## src/rtl/tcpc_pkg.sv

```systemverilog
package tcpc_pkg;

   typedef enum logic [1:0] {
      ROLE_SNK = 2'd0,
      ROLE_DRP = 2'd1,
      ROLE_SRC = 2'd2
   } role_e;

   typedef enum logic [1:0] {
      ST_UNATT = 2'd0,
      ST_SRC   = 2'd1,
      ST_SNK   = 2'd2,
      ST_AUD   = 2'd3
   } att_e;

   localparam int CC_W = 3;

   localparam logic [CC_W-1:0] CC_OPEN   = 3'd0;
   localparam logic [CC_W-1:0] CC_RA     = 3'd1;
   localparam logic [CC_W-1:0] CC_RD     = 3'd2;
   localparam logic [CC_W-1:0] CC_RP_DEF = 3'd3;
   localparam logic [CC_W-1:0] CC_RP_MED = 3'd4;
   localparam logic [CC_W-1:0] CC_RP_HI  = 3'd5;

   typedef struct packed {
      att_e kind;
      logic orient;
   } cand_t;

   function automatic logic is_ra(input logic [CC_W-1:0] c);
      return c == CC_RA;
   endfunction

   function automatic logic is_rd(input logic [CC_W-1:0] c);
      return c == CC_RD;
   endfunction

   function automatic logic is_rp(input logic [CC_W-1:0] c);
      return (c == CC_RP_DEF) || (c == CC_RP_MED) || (c == CC_RP_HI);
   endfunction

   function automatic logic [1:0] rp_to_lvl(input logic [CC_W-1:0] c);
      if (c == CC_RP_HI)  return 2'd2;
      if (c == CC_RP_MED) return 2'd1;
      return 2'd0;
   endfunction

   function automatic role_e decode_strap(input logic [1:0] s);
      case (s)
         2'b00:   return ROLE_SNK;
         2'b10:   return ROLE_SRC;
         default: return ROLE_DRP;
      endcase
   endfunction

endpackage

```

## src/rtl/tcpc_role_latch.sv

```systemverilog
module tcpc_role_latch
   import tcpc_pkg::*;
(
   input  logic       clk,
   input  logic       rst_n,
   input  logic       cc_en_n,
   input  logic       supply_ok,
   input  logic       soft_rst_req,
   input  logic [1:0] role_strap,
   output logic       run,
   output logic       restart,
   output role_e      role
);

   logic  active, active_q;
   role_e role_q;

   assign active  = !cc_en_n && supply_ok;
   assign restart = (active && !active_q) || (active && active_q && soft_rst_req);

   always_ff @(posedge clk or negedge rst_n) begin
      if (!rst_n) begin
         active_q <= 1'b0;
         role_q   <= ROLE_DRP;
      end else begin
         active_q <= active;
         if (restart) role_q <= decode_strap(role_strap);
      end
   end

   assign run  = active_q;
   assign role = role_q;

   assert_strap_ignored_R2: assert property (@(posedge clk) disable iff (!rst_n)
      (active_q && $past(active_q) && !$past(soft_rst_req)) |-> (role_q == $past(role_q)));

endmodule

```

## src/rtl/tcpc_drp_toggle.sv

```systemverilog
module tcpc_drp_toggle #(
   parameter int PERIOD    = 32,
   parameter bit START_SRC = 1'b1
) (
   input  logic clk,
   input  logic rst_n,
   input  logic run,
   input  logic hold,
   output logic phase_src
);

   localparam int CNT_W = (PERIOD > 2) ? $clog2(PERIOD) : 1;
   localparam int HALF  = PERIOD / 2;
   localparam logic [CNT_W-1:0] LAST   = CNT_W'(PERIOD - 1);
   localparam logic [CNT_W-1:0] HALF_C = CNT_W'(HALF);

   generate
      if (PERIOD < 2 || (PERIOD % 2) != 0) begin : g_bad_period
         $error("tcpc_drp_toggle: PERIOD must be even and at least 2");
      end
   endgenerate

   logic [CNT_W-1:0] cnt;

   always_ff @(posedge clk or negedge rst_n) begin
      if (!rst_n)        cnt <= '0;
      else if (!run)     cnt <= '0;
      else if (!hold)    cnt <= (cnt == LAST) ? '0 : cnt + 1'b1;
   end

   generate
      if (START_SRC) begin : g_src_first
         assign phase_src = (cnt < HALF_C);
      end else begin : g_snk_first
         assign phase_src = (cnt >= HALF_C);
      end
   endgenerate

   assert_hold_freezes_R3: assert property (@(posedge clk) disable iff (!rst_n)
      ($past(run) && run && $past(hold)) |-> $stable(phase_src));

endmodule

```

## src/rtl/tcpc_attach_fsm.sv

```systemverilog
module tcpc_attach_fsm
   import tcpc_pkg::*;
#(
   parameter int DEBOUNCE = 8
) (
   input  logic            clk,
   input  logic            rst_n,
   input  logic            run,
   input  logic            restart,
   input  role_e           role,
   input  logic            phase_src,
   input  logic [CC_W-1:0] cc1_st,
   input  logic [CC_W-1:0] cc2_st,
   input  logic            vbus_ok,
   output att_e            state,
   output logic            orient,
   output logic [1:0]      lvl,
   output logic            present_src,
   output logic            cand_valid
);

   localparam int DEB_W = $clog2(DEBOUNCE + 1);
   localparam logic [DEB_W-1:0] DEB_LAST = DEB_W'(DEBOUNCE - 1);

   generate
      if (DEBOUNCE < 1) begin : g_bad_deb
         $error("tcpc_attach_fsm: DEBOUNCE must be at least 1");
      end
   endgenerate

   att_e             st_q;
   logic             or_q;
   logic [1:0]       lvl_q;
   logic [DEB_W-1:0] cnt;
   cand_t            cand, cand_q;
   logic [CC_W-1:0]  att_line, cand_line;

   function automatic logic open_or_ra(input logic [CC_W-1:0] c);
      return !is_rd(c) && !is_rp(c);
   endfunction

   always_comb begin
      case (role)
         ROLE_SRC: present_src = 1'b1;
         ROLE_SNK: present_src = 1'b0;
         default:  present_src = (st_q == ST_UNATT) ? phase_src
                                 : ((st_q == ST_SRC) || (st_q == ST_AUD));
      endcase
   end

   always_comb begin
      cand.kind   = ST_UNATT;
      cand.orient = 1'b0;
      if (run && st_q == ST_UNATT) begin
         if (present_src) begin
            if (is_ra(cc1_st) && is_ra(cc2_st)) begin
               cand.kind = ST_AUD;
            end else if (is_rd(cc1_st) && open_or_ra(cc2_st)) begin
               cand.kind = ST_SRC;
            end else if (is_rd(cc2_st) && open_or_ra(cc1_st)) begin
               cand.kind   = ST_SRC;
               cand.orient = 1'b1;
            end
         end else if (vbus_ok) begin
            if (is_rp(cc1_st) && !is_rp(cc2_st)) begin
               cand.kind = ST_SNK;
            end else if (is_rp(cc2_st) && !is_rp(cc1_st)) begin
               cand.kind   = ST_SNK;
               cand.orient = 1'b1;
            end
         end
      end
   end

   assign cand_valid = (cand.kind != ST_UNATT);
   assign att_line   = or_q ? cc2_st : cc1_st;
   assign cand_line  = cand.orient ? cc2_st : cc1_st;

   always_ff @(posedge clk or negedge rst_n) begin
      if (!rst_n) begin
         st_q   <= ST_UNATT;
         or_q   <= 1'b0;
         lvl_q  <= 2'd0;
         cnt    <= '0;
         cand_q <= '0;
      end else if (!run || restart) begin
         st_q   <= ST_UNATT;
         or_q   <= 1'b0;
         lvl_q  <= 2'd0;
         cnt    <= '0;
         cand_q <= '0;
      end else begin
         case (st_q)
            ST_UNATT: begin
               cand_q <= cand;
               if (!cand_valid || cand != cand_q) begin
                  cnt <= '0;
               end else if (cnt == DEB_LAST) begin
                  st_q  <= cand.kind;
                  or_q  <= cand.orient;
                  lvl_q <= rp_to_lvl(cand_line);
                  cnt   <= '0;
               end else begin
                  cnt <= cnt + 1'b1;
               end
            end
            ST_SRC: begin
               if (!is_rd(att_line)) begin
                  st_q   <= ST_UNATT;
                  or_q   <= 1'b0;
                  cand_q <= '0;
               end
            end
            ST_SNK: begin
               if (!is_rp(att_line) || !vbus_ok) begin
                  st_q   <= ST_UNATT;
                  or_q   <= 1'b0;
                  lvl_q  <= 2'd0;
                  cand_q <= '0;
               end else begin
                  lvl_q <= rp_to_lvl(att_line);
               end
            end
            default: begin
               if (!(is_ra(cc1_st) && is_ra(cc2_st))) begin
                  st_q   <= ST_UNATT;
                  cand_q <= '0;
               end
            end
         endcase
      end
   end

   assign state  = st_q;
   assign orient = or_q;
   assign lvl    = lvl_q;

   assert_sink_needs_vbus_R6: assert property (@(posedge clk) disable iff (!rst_n)
      (st_q == ST_SNK && $past(st_q) == ST_UNATT) |-> $past(vbus_ok));

   assert_sink_drops_on_vbus_R10: assert property (@(posedge clk) disable iff (!rst_n)
      (st_q == ST_SNK && !vbus_ok) |=> (st_q == ST_UNATT));

   assert_audio_as_source_R8: assert property (@(posedge clk) disable iff (!rst_n)
      (st_q == ST_AUD) |-> present_src);

   assert_idle_when_off_R11: assert property (@(posedge clk) disable iff (!rst_n)
      !run |=> (st_q == ST_UNATT));

   assert_source_presents_pullup_R5: assert property (@(posedge clk) disable iff (!rst_n)
      (st_q == ST_SRC) |-> present_src);

endmodule

```

## src/rtl/tcpc_port_ctrl.sv

```systemverilog
module tcpc_port_ctrl
   import tcpc_pkg::*;
#(
   parameter int TOGGLE_PERIOD = 32,
   parameter int DEBOUNCE      = 8,
   parameter bit DRP_START_SRC = 1'b1
) (
   input  logic       clk,
   input  logic       rst_n,
   input  logic       cc_en_n,
   input  logic       supply_ok,
   input  logic       soft_rst_req,
   input  logic [1:0] role_strap,
   input  logic [2:0] cc1_st,
   input  logic [2:0] cc2_st,
   input  logic       vbus_ok,
   input  logic [1:0] adv_level,
   input  logic       mux_en_n,
   output logic       term_on,
   output logic       term_src,
   output logic [1:0] rp_level,
   output logic       attached,
   output logic       mux_sel,
   output logic       mux_on,
   output logic       src_att_n,
   output logic       flip_n,
   output logic       snk_med_n,
   output logic       snk_high_n,
   output logic       audio_n
);

   logic       run, restart, phase_src, present_src, cand_valid, orient, data_att;
   role_e      role;
   att_e       state;
   logic [1:0] lvl;

   tcpc_role_latch u_role (
      .clk          (clk),
      .rst_n        (rst_n),
      .cc_en_n      (cc_en_n),
      .supply_ok    (supply_ok),
      .soft_rst_req (soft_rst_req),
      .role_strap   (role_strap),
      .run          (run),
      .restart      (restart),
      .role         (role)
   );

   tcpc_drp_toggle #(
      .PERIOD    (TOGGLE_PERIOD),
      .START_SRC (DRP_START_SRC)
   ) u_toggle (
      .clk       (clk),
      .rst_n     (rst_n),
      .run       (run && role == ROLE_DRP && state == ST_UNATT && !restart),
      .hold      (cand_valid),
      .phase_src (phase_src)
   );

   tcpc_attach_fsm #(
      .DEBOUNCE (DEBOUNCE)
   ) u_fsm (
      .clk         (clk),
      .rst_n       (rst_n),
      .run         (run),
      .restart     (restart),
      .role        (role),
      .phase_src   (phase_src),
      .cc1_st      (cc1_st),
      .cc2_st      (cc2_st),
      .vbus_ok     (vbus_ok),
      .state       (state),
      .orient      (orient),
      .lvl         (lvl),
      .present_src (present_src),
      .cand_valid  (cand_valid)
   );

   assign data_att   = (state == ST_SRC) || (state == ST_SNK);
   assign term_on    = run;
   assign term_src   = run && present_src;
   assign rp_level   = !term_src ? 2'd0 : (adv_level == 2'd0) ? 2'd0 :
                       (adv_level == 2'd1) ? 2'd1 : 2'd2;
   assign attached   = (state != ST_UNATT);
   assign mux_sel    = data_att && orient;
   assign mux_on     = data_att && !mux_en_n;
   assign src_att_n  = !(state == ST_SRC);
   assign flip_n     = !(data_att && orient);
   assign snk_med_n  = !(state == ST_SNK && lvl != 2'd0);
   assign snk_high_n = !(state == ST_SNK && lvl == 2'd2);
   assign audio_n    = !(state == ST_AUD);

   assert_mux_dir_agree_R4: assert property (@(posedge clk) disable iff (!rst_n)
      mux_on |-> (flip_n == !mux_sel));

   assert_released_when_idle_R10: assert property (@(posedge clk) disable iff (!rst_n)
      !attached |-> (!mux_on && src_att_n && flip_n && audio_n && snk_med_n));

   assert_no_term_when_off_R11: assert property (@(posedge clk) disable iff (!rst_n)
      !term_on |-> (!term_src && rp_level == 2'd0));

   assert_level_only_as_source_R7: assert property (@(posedge clk) disable iff (!rst_n)
      (rp_level != 2'd0) |-> term_src);

endmodule

```

## config.mk

```make
export PLATFORM = sky130hd
export DESIGN_NAME = tcpc_port_ctrl
export DESIGN_NICKNAME = d
export VERILOG_FILES = /design/src/rtl/tcpc_pkg.sv /design/src/rtl/tcpc_role_latch.sv /design/src/rtl/tcpc_drp_toggle.sv /design/src/rtl/tcpc_attach_fsm.sv /design/src/rtl/tcpc_port_ctrl.sv
export SDC_FILE = /design/constraint.sdc
export NUM_CORES = 1
export LEC_CHECK = 0
export ABC_AREA = 1
export BUFFER_PORTS_ARGS = -buffer_cell sky130_fd_sc_hd__buf_2
export CORE_ASPECT_RATIO = 1.25
export CORE_UTILIZATION = 58
export CTS_BUF_LIST = sky130_fd_sc_hd__clkbuf_4 sky130_fd_sc_hd__clkbuf_8
export DETAILED_ROUTE_END_ITERATION = 6
export PLACE_DENSITY = 0.92
export SYNTH_ARGS = -nofsm -noshare
export SYNTH_HDL_FRONTEND = slang
export SYNTH_SLANG_ARGS = --single-unit
```

## constraint.sdc

```tcl
create_clock -name clk -period 3.07 [get_ports clk]
set_input_delay 0.307 -clock clk [delete_from_list [all_inputs] [get_ports clk]]
set_output_delay 0.307 -clock clk [all_outputs]
set_load 0.01 [all_outputs]
```

After elaboration in Yosys (flattened, before gate mapping)
Index checks and enable logic that the tools add are counted.
- output and inout bits: 12
- flip-flop bits (word level): 20
- add/subtract/negate cells: 2
- eq/ne operators: 33
- $lt $le $gt $ge: 1
- reduce and logical (&&, ||, !) cells: 62
- multiplexer cells: 77
- operator list (operator ; number):
    $mux 2 ; 25
    $mux 3 ; 10
    $mux 1 ; 29
    $eq 3x3->1 const B ; 8
    $logic_and 1x1->1 ; 20
    $eq 3x2->1 const B ; 6
    $logic_not 1->1 ; 16
    $mux 4 ; 4
    $mux 5 ; 3
    $logic_or 1x1->1 ; 12
    $eq 2x2->1 const B ; 5
    $reduce_and 5->1 ; 2
    $pmux 3 s3 ; 1
    $logic_not 2->1 ; 4
    $pmux 2 s2 ; 2
    $reduce_bool 2->1 ; 4
    $eq 2x1->1 const B ; 3
    $eq 3x1->1 const B ; 2
    $ne 3x1->1 const B ; 2
    $ne 3x2->1 const B ; 2
    $pmux 2 s3 ; 1
    $reduce_and 3->1 ; 2
    $add 5x1->5 const B ; 1
    $eq 5x5->1 const B ; 1
    other kinds (10) ; 10

Depth between registers and ports, before layout
Gate-level depths: netlist of the first run.
- depth after elaboration: 29
- mapped depth: 17
- depth with buffers taken out: 17

Cells and area by module
A second synthesis of the first run with hierarchy kept.
- cells, all modules: 248
- area, all modules: 1647.8 um2
- by module, submodules not included (module ; area an instance (um2) ; times used ; cells each ; seq. area each (um2)):
    tcpc_attach_fsm ; 1089.8 ; 1 ; 171 ; 300.3
    tcpc_drp_toggle ; 272.8 ; 1 ; 34 ; 125.1
    tcpc_port_ctrl ; 143.9 ; 1 ; 26 ; 0.0
    tcpc_role_latch ; 141.4 ; 1 ; 17 ; 76.3

Least setup slack after synthesis of the first run
Ideal clock, no wire load.
- kind: flip-flop to flip-flop
- start: reg u_fsm.st_q[0], in the netlist u_fsm.state[0]
- end: reg u_fsm.st_q[0], in the netlist u_fsm.state[0]
- cell stages (with the launch flop): 17
- arrival time: 1.735 ns
- setup time: 0.117 ns
- path buffers: 0
- setup slack: 1.218 ns
- cell sequence: dfrtp_1 > inv_1 > ha_1 > inv_2 > nand3_2 > nand2_2 > nand2_2 > nand2_2 > nand2_4 > nand2_4 > nand2_2 > nand2_2 > nand4_2 > nand2_4 > nand2_2 > nand2_1 > nand2_1
- word-level cells in the longest chain between the ends: 11
- ends and longest elaborated chain (what ; line ; text):
    start, declared ; tcpc_attach_fsm.sv:31 ; att_e st_q;
    start signal, assigned ; tcpc_attach_fsm.sv:99 ; st_q <= cand.kind;
    $eq 2x1->1 or $eq 2x2->1 (tied branches) ; tcpc_attach_fsm.sv:47, tcpc_attach_fsm.sv:93 ;
    $logic_or 1x1->1 ; tcpc_attach_fsm.sv:47 ; : ((st_q == ST_SRC) || (st_q == ST_AUD));
    $mux 1 ; tcpc_attach_fsm.sv:46 ; default: present_src = (st_q == ST_UNATT) ? phase_src
    $pmux 1 s2 ; tcpc_attach_fsm.sv:43 ; case (role)
    $mux 3 ; tcpc_attach_fsm.sv:55 ; if (present_src) begin
    $mux 3 ; tcpc_attach_fsm.sv:54 ; if (run && st_q == ST_UNATT) begin
    $reduce_bool 2->1 ; tcpc_attach_fsm.sv:75 ; assign cand_valid = (cand.kind != ST_UNATT);
    $logic_not 1->1 ; tcpc_attach_fsm.sv:96 ; if (!cand_valid || cand != cand_q) begin
    $logic_or 1x1->1 ; tcpc_attach_fsm.sv:96 ;
    $ne 3x2->1 (no source line) ; -- ;
    $reduce_and 5->1 (no source line) ; -- ;
Parallel ways exist; a longest one is shown, timed or not. The select of a mux whose other input is x is not followed.
A chain may end at the register's enable or synchronous reset.

Worst setup path in the final report of the first run
- start: reg u_fsm.st_q[0], in the netlist u_fsm.state[0]
- end: out rp_level[0]
- word-level cells in the longest chain between the ends: 6
- ends and longest elaborated chain (what ; line ; text):
    $eq 2x1->1 or $eq 2x2->1 (tied branches) ; tcpc_attach_fsm.sv:47 ;
    $logic_or 1x1->1 ; tcpc_attach_fsm.sv:47 ;
    $mux 1 (*) ; tcpc_attach_fsm.sv:46 ;
    $pmux 1 s2 (*) ; tcpc_attach_fsm.sv:43 ;
    $logic_and 1x1->1 (*) ; tcpc_port_ctrl.sv:81 ; assign term_src = run && present_src;
    $mux 2 (*) ; tcpc_port_ctrl.sv:82 ; assign rp_level = !term_src ? 2'd0 : (adv_level == 2'd0) ? 2'd0 :
    end, declared ; tcpc_port_ctrl.sv:21 ; output logic [1:0] rp_level,
Every way passes the cells marked *; elsewhere a longest branch is shown, timed or not.

==> impl_metrics.tcl, run 1 <==
set metrics [dict create \
    power.share.switching_pct 30.4 \
    design.core.area_um2 2650 \
    power_frac_seq_pct 50.2 \
    worst_ep_arrival_time_ns 1.82 \
    global_route_wire_length_before_repair_mm 5.94 \
    number_of_h_tree_levels 1 \
    layout-drive-gt1-share_pct 24.1 \
    track_usage_pct 25.9 \
    ys_seq_area_share_pct 31.0 \
    syn_to_final_growth_pct 14.1 \
    setup-violations-final 0 \
    clkLatencyLatePin_ns 0.30 \
    ant_nets 0 \
    drt_pre_antenna_iters 4 \
    max-vdd-ir-drop_v 0.000273 \
    outcome "finished clean" \
    globalplace.congestion 0.875 \
    power.density_cell_area_nw_per_um2 299 \
    worst_ep_required_time_ns 2.76 \
    slew_headroom_pct 69.3 \
    rsz_0062_raised_after_global_routing "false" \
    layout_commonest_cell "nand2_1" \
    gr-total-overflow 0 \
    timing.clock.skew_ns 0.00134 \
    timing.critical_path.to_type "output pin" \
    number_of_nets_at_the_end_of_the_flow 300 \
    average_detailed_routed_wire_length_per_instance_um 11.3 \
    insertedDiodeCount 0 \
    dr_total_vias 1557 \
    clock-root-buffer "clkbuf_4" \
    cts-root-to-sink-buffers 2 \
    timing_worst_setup_path_type "flop to output pin" \
    antenna_violations_before_repair 0 \
    vias_per_cell 5.06 \
    io_pins 29 \
    yosysWarnings 0 \
    placement.setup.worst_slack_ns 0.952 \
    syn-instance-count 241 \
    die_area_um2 3010 \
    syn-mean-instance-area_um2 6.72 \
    totalWireLength_mm 3.47 \
    detailedRoute.firstIterationViolations 77 \
    timing_max_transition_violations_final 0 \
    floorplan.initialDensity_pct 61.0 \
    clock_tree_from_tritoncts "yes" \
    switch_pwr_mw 0.168 \
    synth.ff_latch_count 20 \
    setup_tns_ns 0 \
    power.static_leakage_nw 1.01 \
    placed_wire_length_estimate_mm 2.75 \
    cts_sink_cnt 20 \
    row_count 21 \
    post_synth_instance_area_um2 1620 \
    die_width_um 49.3 \
    finalWorstSetupSlack_ns 0.946 \
    comb_power_share_pct 22.0 \
    clockPowerShare_pct 27.8 \
    achievable-frequency_mhz 471 \
    inserted_clock_buffers 3 \
    maximum_number_of_pins_on_one_net_before_global_route_repair 21 \
    period_minus_slack_ns 2.12 \
    crit_path_start_kind "flop" \
    timing.critical_path.fanout_max 5 \
    worst-slew-pin-transition_ns 0.461 \
    layout_common_cells "69 x nand2_1, 39 x inv_1, 28 x buf_2" \
    chipHeight_um 61.1 \
    synth.net_count 266 \
    post-route-period-util_pct 69.2 \
    remaining_drc_errors 0 \
    hp-class "primary input to flop" \
    first_global_vias 1496 \
    final_hold_vios 0 \
    clk_pin_slew_ns 0.11 \
    max_cap_viol_count 0 \
    portBuffers 28 \
    synthDistinctLibCells 26 \
    p_int_mw 0.385 \
]
## logic make-up after synthesis
group,synth area share [%]
simple gates,40.1
buf+inv,9.97
compound gates,11.1
flops,31.0
fa+ha+maj,6.18
xor+xnor,1.62
## cells in the mapped netlist (all sizes together)
library cell	instances	area (um^2)
xnor2	1	8.76
nand3	21	130
nor2	29	129
a31o	1	8.76
o21ai	18	101
ha	8	100
or2	1	6.26
a21oi	11	70.1
nor3	2	10.0
nand2	82	355
xor2	2	17.5
dfstp	1	26.3
inv	43	161
nand4	2	18.8
dfrtp	19	475
## layout make-up
type	instances	area, um^2
clock buffers	4	36.3
fillers	241	806
inverters	43	161
multi-input cells	178	956
flip-flops and latches	20	502
well taps	34	42.5
repair buffers	29	150
## metrics by stage
stage	instance area (um^2)	util, %	instances	hold slack [ns]	total power, mW
floorplan	1620	-	241	0.0114	0.364
global placement	1800	67.9	303	0.278	0.400
detailed placement	1800	67.9	303	0.279	0.402
CTS	1850	69.6	308	0.146	0.556
global route	1850	69.6	308	0.154	0.582
finish	1850	69.6	308	0.156	0.553
## metal layers
metal | vias up | routed length [um] | GRT usage, %
li1 | 812 | - | -
met1 | 713 | 1480 | 27.9
met2 | 24 | 1840 | 51.3
met3 | 8 | 71 | 2.47
met4 | 0 | 78 | 12.6
met5 | - | 0 | 0
## worst max-delay path, cell delays in order (launching register included)
cell and delay (ns):
dfrtp_1 0.43, inv_1 0.09, ha_1 0.28, a21oi_1 0.20, nand2_2 0.11, nand2_2 0.10, nand2_1 0.09, nor2_1 0.09
buf_2 0.13
## flip-flops by register name, summed over array words and instances, names as in the netlist
name          count
u_role.role       2
u_toggle.cnt      5
u_role.run        1
u_fsm.cnt         4
u_fsm.state       2
u_fsm.lvl         2
u_fsm.cand_q      3
u_fsm.orient      1
## power groups by stage
stage | registers, mW | clock network [mW] | logic (mW)
final | 0.278 | 0.154 | 0.122
after CTS | 0.277 | 0.157 | 0.122
after global placement | 0.282 | 0 | 0.118
after detailed placement | 0.282 | 0 | 0.120
after floorplan | 0.281 | 0 | 0.0831
after global routing | 0.278 | 0.165 | 0.139
## worst paths after layout
check	startpoint	endpoint	slack [ns]	depth (start not counted)
worst max-delay path	u_fsm.state[0]	rp_level[0]	0.95	8
min in group asynchronous	rst_n	u_fsm.lvl[0]	0.49	2
worst min-delay path	cc_en_n	u_role.run	0.16	2
worst min register to register	u_fsm.lvl[0]	u_fsm.lvl[0]	0.50	2
worst max register to register	u_fsm.state[0]	u_fsm.orient	0.99	14
max in group asynchronous	rst_n	u_role.role[0]	2.24	2
## repair_timing
action / in CTS / in global routing
gates resized for setup: 0 / 0
buffers inserted: 0 / 0
endpoints found under the hold margin: 19 / 0
hold buffers: 1 / 0
Note: power is estimated with default switching activity, not from simulation.
==> run 2: changes to the inputs <==
--- a/config.mk
+++ b/config.mk
@@ -8,10 +8,10 @@
 export ABC_AREA = 1
 export BUFFER_PORTS_ARGS = -buffer_cell sky130_fd_sc_hd__buf_2
 export CORE_ASPECT_RATIO = 1.25
-export CORE_UTILIZATION = 58
+export CORE_UTILIZATION = 52
 export CTS_BUF_LIST = sky130_fd_sc_hd__clkbuf_4 sky130_fd_sc_hd__clkbuf_8
 export DETAILED_ROUTE_END_ITERATION = 6
-export PLACE_DENSITY = 0.92
+export PLACE_DENSITY = 0.88
 export SYNTH_ARGS = -nofsm -noshare
 export SYNTH_HDL_FRONTEND = slang
 export SYNTH_SLANG_ARGS = --single-unit
==> constraint.sdc (replaced) <==
create_clock -name clk -period 1.8 [get_ports clk]
set_input_delay 0.18 -clock clk [delete_from_list [all_inputs] [get_ports clk]]
set_output_delay 0.18 -clock clk [all_outputs]
set_load 0.01 [all_outputs]
==> impl_metrics.tcl, run 2 (synthesized netlist as in run 1, its figures left out) <==
set metrics [dict create \
    post-route-period-util_pct 111 \
    portBuffers 28 \
    insertedDiodeCount 0 \
    min_delay_worst_endpoint "u_role.run" \
    detailedRoute.firstIterationViolations 76 \
    timing.critical_path.to_type "flop" \
    syn_to_final_growth_pct 33.5 \
    chipHeight_um 64.4 \
    timing.rr.end "u_fsm.lvl[0]" \
    timing.clock.skew_ns 0.0104 \
    worst_ep_required_time_ns 2.06 \
    drt_pre_antenna_iters 4 \
    track_usage_pct 25.2 \
    layout_common_cells "63 x nand2_1, 33 x inv_1, 28 x buf_2" \
    slew_headroom_pct 70.3 \
    layout_commonest_cell "nand2_1" \
    power.static_leakage_nw 1.14 \
    period_minus_slack_ns 2.01 \
    vias_per_cell 5.41 \
    failed_checks "setup timing" \
    design.core.area_um2 2950 \
    timing.rr.start "u_fsm.state[1]" \
    rsz_0062_raised_after_global_routing "true" \
    cts_sink_cnt 20 \
    hp-class "primary input to flop" \
    number_of_h_tree_levels 1 \
    first_global_vias 1620 \
    clock-root-buffer "clkbuf_4" \
    hold_path_depth 2 \
    dr_total_vias 1800 \
    floorplan.initialDensity_pct 55.0 \
    clkLatencyLatePin_ns 0.31 \
    worst_r2r_path_depth 16 \
    die_width_um 51.9 \
    globalplace.congestion 0.921 \
    achievable-frequency_mhz 499 \
    registers.top_by_ff_count "u_toggle.cnt" \
    reg_top3 "u_toggle.cnt: 5 flops, u_fsm.cnt: 4 flops, u_fsm.cand_q: 3 flops" \
    max-vdd-ir-drop_v 0.000492 \
    largest_register_ffs 5 \
    timing_max_transition_violations_final 0 \
    worst-slew-pin-transition_ns 0.446 \
    clk_pin_slew_ns 0.12 \
    worst_min_path_start "cc_en_n" \
    clock_tree_from_tritoncts "yes" \
    outcome "complete, but fails checks" \
    timing_worst_setup_path_type "flop to flop" \
    crit_path_start_kind "flop" \
    layout-drive-gt1-share_pct 38.4 \
    inserted_clock_buffers 3 \
    post_dp_cell_area_um2 1930 \
    worst_ep_arrival_time_ns 2.26 \
    number_of_nets_at_the_end_of_the_flow 323 \
    global_route_wire_length_before_repair_mm 6.36 \
    placed_wire_length_estimate_mm 2.83 \
    gr-total-overflow 0 \
    antenna_violations_before_repair 0 \
    power.density_cell_area_nw_per_um2 471 \
    timing.critical_path.fanout_max 5 \
    final_area_um2 2160 \
    max_cap_viol_count 0 \
    setup_tns_ns -1.65 \
    maximum_number_of_pins_on_one_net_before_global_route_repair 21 \
    ff2ff_setup_slack_ns -0.21 \
    row_count 22 \
    totalWireLength_mm 4.66 \
    average_detailed_routed_wire_length_per_instance_um 14.0 \
    post-route-util_pct 73.4 \
    remaining_drc_errors 0 \
    finalWorstSetupSlack_ns -0.206 \
    die_area_um2 3340 \
    ant_nets 0 \
    final_hold_vios 0 \
    io_pins 29 \
    setup-violations-final 16 \
    power.total_mw 1.02 \
    cts-root-to-sink-buffers 2 \
]
run 2: layout make-up:
class	instances	area [um^2]
clock buffer	4	30.0
tap	36	45.0
timing repair buffer	51	315
fill	219	785
inverter	43	164
sequential	20	504
multi-input combinational	179	1100
run 2: worst max-delay path by stage:
stage,endpoint,startpoint,slack (ns)
finish,u_fsm.lvl[0],u_fsm.state[1],-0.21
CTS,u_fsm.lvl[0],u_fsm.state[1],-0.10
global route,u_fsm.lvl[0],u_fsm.state[1],-0.35
floorplan,u_fsm.state[0],u_fsm.state[0],0.01
detailed placement,u_fsm.lvl[0],u_fsm.state[0],-0.19
global placement,u_fsm.lvl[0],u_fsm.state[0],-0.14
run 2: repair_timing:
| item | CTS | global route |
|---|---|---|
| gates resized for setup | 15 | 24 |
| hold buffers | 1 | 0 |
| endpoints found under the setup margin | 19 | 21 |
| gates cloned | 0 | 1 |
| buffers inserted | 2 | 3 |
| hold endpoints to repair | 19 | 0 |
| pin swaps | 10 | 10 |
run 2: power by group:
group	internal, mW	switching (mW)	total (mW)
sequential	0.463	0.0113	0.475
combinational	0.113	0.187	0.300
clock	0.101	0.140	0.242
total	0.678	0.339	1.02
run 2: layer usage:
| layer | routed length, um | vias to the layer above | part of all wire [%] | track usage (%) |
|---|---|---|---|---|
| met1 | 1740 | 846 | 37 | 26.9 |
| li1 | - | 868 | - | - |
| met2 | 2490 | 61 | 53 | 47.3 |
| met5 | 0 | - | 0 | 0 |
| met3 | 172 | 25 | 3.7 | 1.67 |
| met4 | 252 | 0 | 5.4 | 12.8 |
run 2: critical path, stage by stage, from the launching register on:
cell and delay (ns):
dfrtp_1 0.43, inv_2 0.08, ha_2 0.17, inv_2 0.07
nand3_4 0.10, nand2_4 0.13, nand2_4 0.08, nand2_4 0.07
nand2_4 0.07, nand2_4 0.09, buf_4 0.11, nand2_1 0.04
o21ai_1 0.08, nand2_1 0.08, a21oi_1 0.18, nand3_1 0.09
nand2_1 0.07
run 2: metrics by stage:
step | setup slack, ns | cells | hold WS (ns)
global placement | -0.139 | 322 | 0.151
finish | -0.206 | 333 | 0.0532
global route | -0.354 | 333 | 0.0520
CTS | -0.103 | 329 | 0.0400
detailed placement | -0.187 | 322 | 0.153
floorplan | 0.0126 | 241 | -0.116
==> run 3: changes to the inputs <==
--- a/config.mk
+++ b/config.mk
@@ -12,6 +12,7 @@
 export CTS_BUF_LIST = sky130_fd_sc_hd__clkbuf_4 sky130_fd_sc_hd__clkbuf_8
 export DETAILED_ROUTE_END_ITERATION = 6
 export PLACE_DENSITY = 0.88
+export RECOVER_POWER = 100
 export SYNTH_ARGS = -nofsm -noshare
 export SYNTH_HDL_FRONTEND = slang
 export SYNTH_SLANG_ARGS = --single-unit
==> impl_metrics.tcl, run 3 (synthesized netlist as in run 1, its figures left out) <==
set metrics [dict create \
    outcome "complete, but fails checks" \
    failed_checks "setup timing" \
    comb_power_share_pct 29.4 \
    totalWireLength_mm 4.65 \
    layout-drive-gt1-share_pct 37.7 \
    path_delay_family "simple AND/OR/NAND/NOR gates" \
    antenna_violations_before_repair 0 \
    gr-total-overflow 0 \
    final_hold_vios 0 \
    clkLatencyLatePin_ns 0.31 \
    globalplace.congestion 0.921 \
    period_minus_slack_ns 2.00 \
    ff2ff_setup_slack_ns -0.20 \
    setup-violations-final 16 \
    power_frac_seq_pct 46.7 \
    insertedDiodeCount 0 \
    portBuffers 28 \
    number_of_h_tree_levels 1 \
    largest_register_ffs 5 \
    detailedRoute.firstIterationViolations 56 \
    clock_tree_from_tritoncts "yes" \
    chipHeight_um 64.4 \
    crit_path_cell_trace "inv_2 > ha_2 > inv_2 > nand3_4 > nand2_4 > nand2_4 > nand2_4 > nand2_4 > nand2_4 > buf_4 > nand2_1 > o21ai_1 > nand2_1 > a21oi_1 > nand3_1 > nand2_1" \
    clockPowerShare_pct 23.9 \
    clk_pin_slew_ns 0.12 \
    power.share.switching_pct 33.4 \
    crit_top_cell "nand2_4" \
    final_cell_count_no_fill 333 \
    global_route_wire_length_before_repair_mm 6.36 \
    placement.setup.worst_slack_ns -0.187 \
    p_int_mw 0.678 \
    ant_nets 0 \
    timing.clock.skew_ns 0.00922 \
    cts_sink_cnt 20 \
    cts-root-to-sink-buffers 2 \
    worst_ep_required_time_ns 2.05 \
    power.density_cell_area_nw_per_um2 471 \
    placed_wire_length_estimate_mm 2.83 \
    critPathSlowestCell "dfrtp_1" \
    layout.filler_cells 221 \
    drt_pre_antenna_iters 4 \
    timing.critical_path.to_type "flop" \
    die_area_um2 3340 \
    number_of_nets_at_the_end_of_the_flow 323 \
    finalHoldWorstSlack_ns 0.0741 \
    slew_headroom_pct 29.5 \
    finalWorstSetupSlack_ns -0.202 \
    design.core.area_um2 2950 \
    reg_top3 "u_toggle.cnt: 5 flops, u_fsm.cnt: 4 flops, u_fsm.cand_q: 3 flops" \
    total_instance_count_after_detailed_placement 322 \
    hp-class "primary input to flop" \
    post-route-period-util_pct 111 \
    layout_common_cells "63 x nand2_1, 33 x inv_1, 27 x buf_2" \
    inserted_clock_buffers 3 \
    first_global_vias 1620 \
    timing.critical_path.fanout_max 5 \
    worst-slew-pin-transition_ns 1.06 \
    cp_num_buf_inv 3 \
    clock-root-buffer "clkbuf_4" \
    die_width_um 51.9 \
    floorplan.initialDensity_pct 55.0 \
    remaining_drc_errors 0 \
    cpPeakStageDelay_ns 0.43 \
    track_usage_pct 25.2 \
    maximum_number_of_pins_on_one_net_before_global_route_repair 21 \
    layout_commonest_cell "nand2_1" \
    worst_ep_arrival_time_ns 2.26 \
    power.static_leakage_nw 1.14 \
    timing_worst_setup_path_type "flop to flop" \
    registers.top_by_ff_count "u_toggle.cnt" \
    row_count 22 \
    average_detailed_routed_wire_length_per_instance_um 14.0 \
    max_cap_viol_count 0 \
    switch_pwr_mw 0.339 \
    io_pins 29 \
    max-vdd-ir-drop_v 0.000492 \
    timing_max_transition_violations_final 0 \
    syn_to_final_growth_pct 33.2 \
    vias_per_cell 5.45 \
    crit_path_start_kind "flop" \
    achievable-frequency_mhz 499 \
    dr_total_vias 1815 \
    rsz_0062_raised_after_global_routing "true" \
]
run 3: changes by cell type in the layout (fill, tap and decap cells not counted):
cell | before | now
buf_2 | 28 | 27
clkbuf_1 | 0 | 1
nor2_1 | 20 | 21
nor2_2 | 5 | 4
run 3: stage by stage:
step	power, mW	util [%]	instance area [um^2]	TNS (ns)
2_1_floorplan	0.621	-	1620	0
3_3_place_gp	0.709	65.7	1930	-1.08
3_5_place_dp	0.716	65.7	1930	-1.54
4_1_cts	0.974	69.8	2050	-1.03
5_1_grt	1.05	73.2	2160	-4.27
6_report	1.02	73.2	2160	-1.63
run 3: path summary, 6_finish.rpt:
| check | start | end | cells after the start |
|---|---|---|---|
| worst max-delay path | u_fsm.state[1] | u_fsm.lvl[0] | 16 |
| worst min-delay path | cc_en_n | u_role.run | 2 |
| worst max register to register | u_fsm.state[1] | u_fsm.lvl[0] | 16 |
| worst min register to register | u_fsm.cnt[0] | u_fsm.cnt[0] | 1 |
| max in group asynchronous | rst_n | u_role.run | 2 |
| min in group asynchronous | rst_n | u_fsm.cnt[2] | 2 |
run 3: what timing repair did:
action                                  in CTS  in global routing
resized for setup                           15                 24
pin swaps                                   10                 10
hold buffers                                 1                  0
endpoints found under the hold margin       19                  0
gates cloned                                 0                  1
endpoints found under the setup margin      19                 21
buffers inserted                             2                  3
run 3: final cells by class:
| class | count | area, um^2 | area share [%] |
|---|---|---|---|
| multi-input cells | 179 | 1100 | 51.0 |
| flip-flops and latches | 20 | 504 | 23.4 |
| repair buffers | 51 | 314 | 14.6 |
| inverters | 43 | 164 | 7.60 |
| well taps | 36 | 45.0 | 2.09 |
| clock buffers | 4 | 30.0 | 1.39 |
run 3: routing by layer:
metal	vias up	part of all wire [%]	global-route usage, %
met1	847	36	26.9
met5	-	0	0
met2	72	53	47.3
li1	869	-	-
met3	27	5.0	1.67
met4	0	5.4	12.8
run 3: worst register-to-register path, cell delays in order (launching register included):
cell and delay [ns]:
dfrtp_1 0.43, inv_2 0.08, ha_2 0.17, inv_2 0.07, nand3_4 0.10, nand2_4 0.13, nand2_4 0.08, nand2_4 0.07
nand2_4 0.07, nand2_4 0.09, buf_4 0.11, nand2_1 0.04, o21ai_1 0.08, nand2_1 0.08, a21oi_1 0.18, nand3_1 0.09
nand2_1 0.07
run 3: power by group through the flow:
stage	sequential (mW)	combinational, mW	clock, mW
5_1_grt	0.476	0.326	0.253
2_1_floorplan	0.480	0.142	0
6_report	0.475	0.299	0.243
3_5_place_dp	0.481	0.235	0
3_3_place_gp	0.481	0.228	0
4_1_cts	0.473	0.260	0.241
